$ cat config.mk
export PLATFORM = sky130hd
export DESIGN_NAME = can_fault_conf
export DESIGN_NICKNAME = d
export VERILOG_FILES = /design/src/rtl/can_fc_pkg.sv /design/src/rtl/can_fc_counter.sv /design/src/rtl/can_fc_recovery.sv /design/src/rtl/can_fault_conf.sv
export SDC_FILE = /design/constraint.sdc
export NUM_CORES = 1
export LEC_CHECK = 0
export BUFFER_PORTS_ARGS = -buffer_cell sky130_fd_sc_hd__buf_2
export CAP_MARGIN = 20
export CORE_AREA = 2 2 79 81
export DETAILED_ROUTE_END_ITERATION = 7
export DIE_AREA = 0 0 81 83
export PLACE_DENSITY = 0.49
export SETUP_SLACK_MARGIN = 0.1
export SLEW_MARGIN = 20
export SYNTH_ARGS = -nofsm -noshare
export SYNTH_HDL_FRONTEND = slang
export SYNTH_SLANG_ARGS = --single-unit
$ cat constraint.sdc
create_clock -name clk -period 2.2 [get_ports clk]
set_input_delay 0.44 -clock clk [delete_from_list [all_inputs] [get_ports clk]]
set_output_delay 0.44 -clock clk [all_outputs]
set_load 0.02 [all_outputs]
$ cat src/rtl/can_fc_pkg.sv
package can_fc_pkg;
   typedef enum logic [1:0] {
      FC_ACTIVE  = 2'd0,
      FC_PASSIVE = 2'd1,
      FC_BUSOFF  = 2'd2
   } fc_mode_e;
endpackage

$ cat src/rtl/can_fc_counter.sv
module can_fc_counter #(
   parameter int W        = 8,
   parameter int BIG_STEP = 8,
   parameter bit SATURATE = 1'b1
) (
   input  logic         clk,
   input  logic         rst,
   input  logic         clr,
   input  logic         hold,
   input  logic         up,
   input  logic         up_big,
   input  logic         dn,
   output logic [W-1:0] cnt,
   output logic [W-1:0] cnt_nxt
);
   localparam logic [W:0] STEP_B = (W+1)'(BIG_STEP);
   localparam logic [W:0] STEP_S = (W+1)'(1);

   if (BIG_STEP < 1 || BIG_STEP >= 2**W) begin : g_bad_step
      $error("can_fc_counter: BIG_STEP out of range");
   end

   logic [W:0]   sum;
   logic [W-1:0] inc_val;

   assign sum = {1'b0, cnt} + (up_big ? STEP_B : STEP_S);

   if (SATURATE) begin : g_sat
      assign inc_val = sum[W] ? '1 : sum[W-1:0];
   end else begin : g_wrap
      assign inc_val = sum[W-1:0];
   end

   always_comb begin
      if (clr)                     cnt_nxt = '0;
      else if (hold)               cnt_nxt = cnt;
      else if (up)                 cnt_nxt = inc_val;
      else if (dn && cnt != '0)    cnt_nxt = cnt - W'(1);
      else                         cnt_nxt = cnt;
   end

   always_ff @(posedge clk) begin
      if (rst) cnt <= '0;
      else     cnt <= cnt_nxt;
   end
endmodule

$ cat src/rtl/can_fc_recovery.sv
module can_fc_recovery #(
   parameter int RECOV_N = 128
) (
   input  logic clk,
   input  logic rst,
   input  logic active,
   input  logic pulse,
   output logic done
);
   localparam int CW = (RECOV_N > 2) ? $clog2(RECOV_N) : 1;
   localparam logic [CW-1:0] LAST = CW'(RECOV_N - 1);

   if (RECOV_N < 2) begin : g_bad_n
      $error("can_fc_recovery: RECOV_N must be at least 2");
   end

   logic [CW-1:0] seen;

   assign done = active && pulse && (seen == LAST);

   always_ff @(posedge clk) begin
      if (rst || !active || done) seen <= '0;
      else if (pulse)             seen <= seen + CW'(1);
   end
endmodule

$ cat src/rtl/can_fault_conf.sv
module can_fault_conf
   import can_fc_pkg::*;
#(
   parameter int REC_W       = 8,
   parameter int TEC_W       = 9,
   parameter int PASSIVE_LIM = 127,
   parameter int BUSOFF_LIM  = 255,
   parameter int BIG_STEP    = 8,
   parameter int RECOV_N     = 128
) (
   input  logic             clk,
   input  logic             rst,
   input  logic             rec_up,
   input  logic             rec_up8,
   input  logic             rec_dn,
   input  logic             tec_up,
   input  logic             tec_up8,
   input  logic             tec_dn,
   input  logic             idle11,
   output logic [REC_W-1:0] rec_cnt,
   output logic [TEC_W-1:0] tec_cnt,
   output logic             err_passive,
   output logic             bus_off
);
   localparam logic [REC_W-1:0] REC_PL = REC_W'(PASSIVE_LIM);
   localparam logic [TEC_W-1:0] TEC_PL = TEC_W'(PASSIVE_LIM);
   localparam logic [TEC_W-1:0] TEC_BL = TEC_W'(BUSOFF_LIM);

   if (BUSOFF_LIM + BIG_STEP > 2**TEC_W - 1) begin : g_bad_tec
      $error("can_fault_conf: TEC_W too narrow for BUSOFF_LIM");
   end
   if (PASSIVE_LIM >= 2**REC_W - 1 || PASSIVE_LIM >= BUSOFF_LIM) begin : g_bad_lim
      $error("can_fault_conf: PASSIVE_LIM out of range");
   end

   logic             bo_q;
   logic             recov_done;
   logic [REC_W-1:0] rec_nxt;
   logic [TEC_W-1:0] tec_nxt;
   fc_mode_e         mode;

   can_fc_counter #(.W(REC_W), .BIG_STEP(BIG_STEP), .SATURATE(1'b1)) u_rec (
      .clk(clk), .rst(rst), .clr(recov_done), .hold(bo_q),
      .up(rec_up), .up_big(rec_up8), .dn(rec_dn),
      .cnt(rec_cnt), .cnt_nxt(rec_nxt)
   );

   can_fc_counter #(.W(TEC_W), .BIG_STEP(BIG_STEP), .SATURATE(1'b1)) u_tec (
      .clk(clk), .rst(rst), .clr(recov_done), .hold(bo_q),
      .up(tec_up), .up_big(tec_up8), .dn(tec_dn),
      .cnt(tec_cnt), .cnt_nxt(tec_nxt)
   );

   can_fc_recovery #(.RECOV_N(RECOV_N)) u_recov (
      .clk(clk), .rst(rst), .active(bo_q), .pulse(idle11), .done(recov_done)
   );

   always_ff @(posedge clk) begin
      if (rst || recov_done)            bo_q <= 1'b0;
      else if (!bo_q && tec_nxt > TEC_BL) bo_q <= 1'b1;
   end

   always_comb begin
      if (bo_q)                                    mode = FC_BUSOFF;
      else if (rec_cnt > REC_PL || tec_cnt > TEC_PL) mode = FC_PASSIVE;
      else                                         mode = FC_ACTIVE;
   end

   assign err_passive = (mode == FC_PASSIVE);
   assign bus_off     = (mode == FC_BUSOFF);
endmodule

# [Word-level counts from Yosys, hierarchy flattened]
# Index checks and enable logic that the tools add are counted.
[op_classes] add_sub_neg=5 n_mul=0 div=0 order_cmp=3 n_eq_ne=3 shift=0 n_mux=12 bitwise=1 reduce_logical=15
[op_table] cell="2-to-1 mux 9 bit" count=5
[op_table] cell="2-to-1 mux 8 bit" count=3
[op_table] cell="adder 9 x 10 -> 10 bit" count=1
[op_table] cell="adder 8 x 9 -> 9 bit" count=1
[op_table] cell="> comparator 9 x 7 -> 1 bit, second input constant" count=1
[op_table] cell="> comparator 9 x 8 -> 1 bit, second input constant" count=1
[op_table] cell="nonzero test 9 bit" count=1
[op_table] cell="subtractor 9 x 1 -> 9 bit, second input constant" count=1
[op_table] cell="> comparator 8 x 7 -> 1 bit, second input constant" count=1
[op_table] cell="2-to-1 mux 4 bit" count=2
[op_table] cell="nonzero test 8 bit" count=1
[op_table] cell="subtractor 8 x 1 -> 8 bit, second input constant" count=1
[op_table] cell="adder 7 x 1 -> 7 bit, second input constant" count=1
[op_table] cell="== test 7 bit, second input constant" count=1
[op_table] cell="logical AND 1 bit" count=5
[op_table] cell="logical OR 1 bit" count=4
[op_table] cell="== test 2 x 1 -> 1 bit, second input constant" count=1
[op_table] cell="== test 2 bit, second input constant" count=1
[op_table] cell="2-to-1 mux 2 bit" count=1
[op_table] cell="AND reduction 2 bit" count=1
[op_table] cell="nonzero test 2 bit" count=1
[op_table] cell="OR reduction 2 bit" count=1
[op_table] cell="zero test 1 bit" count=1
[op_table] cell="2-to-1 mux 1 bit" count=1
[op_table] cell="NOT 1 bit" count=1
[totals] regBits=25 latch_bits=0 ram_bits=0 mem_bits_ro=0 in_bits=9 word_cells=43 memories=0

# [Depth between registers and ports, before layout]
[depth] word_depth=8 depth_mapped=7 mapped_depth_nobuf=7

# [Modules after synthesis]
# Synthesis repeated with hierarchy kept, for this count alone.
[hier_totals] hier_cells=294 hier_area_um2=2298.5
[modules_own_cells] module="can_fc_counter (u_tec)" n_inst=1 cells_per_inst=134 area_each_um2=1046.0 seq_area_each_um2=180.2
[modules_own_cells] module="can_fc_counter (u_rec)" n_inst=1 cells_per_inst=116 area_each_um2=863.3 seq_area_each_um2=160.2
[modules_own_cells] module="can_fc_recovery" n_inst=1 cells_per_inst=38 area_each_um2=342.8 seq_area_each_um2=140.1
[modules_own_cells] module="can_fault_conf" n_inst=1 cells_per_inst=6 area_each_um2=46.3 seq_area_each_um2=20.0

# [Worst setup path after synthesis]
# OpenSTA, ideal clock, no wires.
[synth_path] path_type="flip-flop to flip-flop" start="register u_rec.cnt[3]" end="register u_rec.cnt[6]" setup_ns=0.074 arrival_ns=1.965 t_required_ns=2.126 slack_ns=0.160 stages_incl_launch_ff=6 synth_period_minus_slack_ns=2.040 path_cell_list="dfxtp_1 > ha_1 > a31oi_1 > nor3_1 > or4b_2 > a31oi_1"
[synth_via] elab_chain_cells=4 word_cells_on_any_way=9 classes_between="add/sub: 2; mux: 3; reduce/logical: 4"
[synth_rtl] item="start: declaration" line_no="can_fc_counter.sv:13" source="output logic [W-1:0] cnt,"
[synth_rtl] item="start signal: assignment" line_no="can_fc_counter.sv:44" source="else cnt <= cnt_nxt;"
[synth_rtl] item="branches (longest 4 deep; another with adder 8 x 9 -> 9 bit)"
# Parallel ways; which one is timed is not known. The select of a mux whose other input is x is not followed.
# A chain may end at the register's enable or synchronous reset.

# [Worst setup path in the final report]
[layout_path] start="register u_tec.cnt[1]" end="output port err_passive"
[layout_via] elab_chain_cells=5
[layout_rtl] item="start: declaration" line_no="can_fc_counter.sv:13"
[layout_rtl] item="start signal: assignment" line_no="can_fc_counter.sv:44"
[layout_rtl] item="> comparator 9 x 7 -> 1 bit" line_no="can_fault_conf.sv:65" source="else if (rec_cnt > REC_PL || tec_cnt > TEC_PL) mode = FC_PASSIVE;"
[layout_rtl] item="logical OR 1 bit" line_no="can_fault_conf.sv:65"
[layout_rtl] item="2-to-1 mux 1 bit" line_no="can_fault_conf.sv:65"
[layout_rtl] item="2-to-1 mux 2 bit" line_no="can_fault_conf.sv:64" source="if (bo_q) mode = FC_BUSOFF;"
[layout_rtl] item="== test 2 x 1 -> 1 bit" line_no="can_fault_conf.sv:69" source="assign err_passive = (mode == FC_PASSIVE);"
[layout_rtl] item="end: declaration" line_no="can_fault_conf.sv:22" source="output logic err_passive,"
# No other way between the ends.

==> metrics <==
wirelength, routed=5730 µm; final setup fails=0; Syn Nets=~280; Top Ports=28; total number of vias=2093; gr ovfl total=0; DR vias/cell=5.85; row count=28; commonest non-fill, non-tap cell in the layout=buf_2; Post-Layout Cell Count=358; final setup TNS=0 ns; NetSw=0.000659 W; clock root buffer=clkbuf_8; TritonCTS clock tree=yes; drc violations=0; core box area=0.00582 mm²; fin. max-slew vios=0; pwr/cell area=677 mW/mm²; fillers=~630; Total GRT Usage=17.3%; Req. time, crit path=roughly 1.8 ns; largest net degree at the start of global routing=23; Yosys reg bits=25; Initial Utilization=between 30% and 40%; post-route cell area=0.00235 mm²; clock share of power=a little under a fifth; RSZ-0062 raised after global routing=true; final estimated routing congestion in global placement=0.919; drt wl/cell=16.0 µm; setup ws final=0.122 ns; final worst-path cycle share=94.5%; multi-input logic area=0.00135 mm²; Crit. End Element=output port; highest routed metal layer=met4; DRT met1 WL=approximately 2700 µm; Placed Instances=about 350; Hold Crit Class=input pin to register; Reg area=around 500 µm²; share of cells above drive strength 1=21.9%; Critical Path Fanout Max=10; dpl cell area=0.00229 mm²; Clock Pin Slew Worst Setup and Hold Paths=roughly 0.10 ns; P&R area growth vs syn=16.8%; Pre-antenna DRT Iters=4; Longest Clk Path Bufs=2; max_slew headroom=63.4%; Sw Share=41.5%; cell internal pwr=0.000929 W; n_diodes=0; crit path kind=register to output port; Seq pwr share=36.6%; Arrival @ worst endpoint=~1.6 ns; Slew @ Worst Pin=between 0.5 and 0.6 ns; post-synthesis average cell area=7.88 µm²; Pleak=0.947 nW; Syn Inst Count=255; Synth Flop Type=dfxtp_1; Max Cap Violations=0; Max Fclk=481 MHz; Hold Fails Final Rpt=0; pre-CTS WS=about 0.038 ns; Iter 0 DRT Violations=57; Die X=81 µm; hold bufs inserted after CTS=0; wire length of the first global-routing pass=approximately 9400 µm; clock sinks=25; Combinational Power Share=45.2%; post-route minimum period=2.08 ns; reg2reg setup slack=about 0.27 ns; sequential area share after synthesis=24.9%; Worst setup SP type=register; Synth Warn #=0; status=finished clean; Die H=83 µm; ys async rst share=0%; DP HPWL=4210 µm; library cells used by synthesis=61; WL met3=202 µm; Total Nets Final=304; port bufs=27; H-tree depth=1; Worst Skew=0.00300 ns; Num CTS Buffers=3; WL met2=2710 µm; antenna-violating nets left=0; clk_lat worst skew=0.27 ns; final core occ=approximately two fifths; Syn Std Cell Area=0.00201 mm²; Die Footprint=0.00672 mm²; commonest cells after routing, fill and taps aside=buf_2, dfxtp_1, buf_4, inv_1; vias in the first global route=approximately 2k; number of antenna violations at the first check in global routing=0; worst vdd ir=0.245 mV; number of synthesized flops with an enable pin=0
cell type report:
| class | count | share of cell area [%] |
|---|---|---|
| clock inverter | 1 | 0.320 |
| inverter | 18 | 2.88 |
| sequential | 25 | 21.5 |
| clock buffer | 3 | 1.76 |
| tap | 75 | 4.00 |
| multi-input combinational | 190 | 57.7 |
| timing repair buffer | 46 | 11.8 |
worst max-delay path, stage by stage, from the launching register on:
cell     delay, ns
dfxtp_1       0.41
ha_1          0.22
or3_1         0.39
a21oi_1       0.16
buf_2         0.19
per-layer routing:
metal,GRT usage [%],vias to the layer above
li1,-,1047
met1,24.1,984
met2,27.2,54
met3,2.07,8
met4,5.86,0
met5,0,-
path summary, 6_finish.rpt:
check	end	start	cells after the start
worst min-delay path	u_recov.seen[0]	idle11	3
worst max-delay path	err_passive	u_tec.cnt[1]	4
worst min register to register	u_recov.seen[5]	u_recov.seen[5]	2
worst max register to register	u_rec.cnt[6]	u_rec.cnt[3]	5
flip-flops by register name, indices dropped and copies added, names as in the netlist:
signal,cells
u_tec.cnt,9
u_rec.cnt,8
u_recov.seen,7
bo_q,1
power groups by stage:
stage	logic, W	clock network, W	registers, W
global route	0.000791	0.000323	0.000589
finish	0.000718	0.000289	0.000581
CTS	0.000716	0.000303	0.000578
floorplan	0.000448	0	0.000617
global placement	0.000722	0	0.000590
detailed placement	0.000714	0	0.000588
cells in the mapped netlist, types with 2 or more instances:
library cell  instances  area [µm²]
o221ai_1              4        35.0
nor4b_1               3        26.3
xnor2_1               3        26.3
and3_1                4        25.0
a21oi_1              15        75.1
xor2_1                4        35.0
a41oi_1               3        26.3
mux2i_1               3        30.0
nand2b_1              4        25.0
a21o_1                3        22.5
or3_1                 3        18.8
dfxtp_1              25         500
a31oi_1               8        50.1
o31ai_1               4        30.0
a311oi_1              3        26.3
a41o_1                3        30.0
a31o_2                2        17.5
o21bai_1              2        15.0
nor4_1                5        31.3
or2_2                 2        12.5
nor2_1               15        56.3
buf_2                 3        15.0
o21ai_0               8        40.0
nand3b_1              3        22.5
nand3_1               9        45.0
o2111ai_1             5        43.8
o41ai_1               3        26.3
nand2_1              11        41.3
nand4_1               5        31.3
nor3_1               10        50.1
ha_1                 11         138
clkbuf_1             19        71.3
inv_1                18        67.6
a22oi_1               2        15.0
o211ai_1              3        22.5
a211oi_1              2        15.0
through the flow:
| step | power [W] | hold slack (ns) |
|---|---|---|
| after detailed placement | 0.00130 | 0.481 |
| after CTS | 0.00160 | 0.472 |
| after global routing | 0.00170 | 0.484 |
| after global placement | 0.00131 | 0.474 |
| after floorplan | 0.00106 | 0.454 |
| final | 0.00159 | 0.482 |
cells by family (layout without fill, tap and decap cells):
kind of cell | Yosys count | in the layout | synth area share [%]
multiplexers | 4 | 4 | 2.06
adder cells (fa/ha/maj) | 11 | 11 | 6.85
flip-flops | 25 | 25 | 24.9
buffers and inverters | 40 | 68 | 7.66
AO/OA/AOI/OAI | 84 | 84 | 31.0
XOR/XNOR | 7 | 7 | 3.05
AND/OR/NAND/NOR | 84 | 84 | 24.4
what timing repair did:
| action | in CTS | in global routing |
|---|---|---|
| gates resized for setup | 0 | 3 |
| setup buffers | 0 | 0 |
| endpoints found under the hold margin | 0 | 0 |
| setup endpoints to repair | 0 | 3 |
Power figures use the tool's default switching activity.
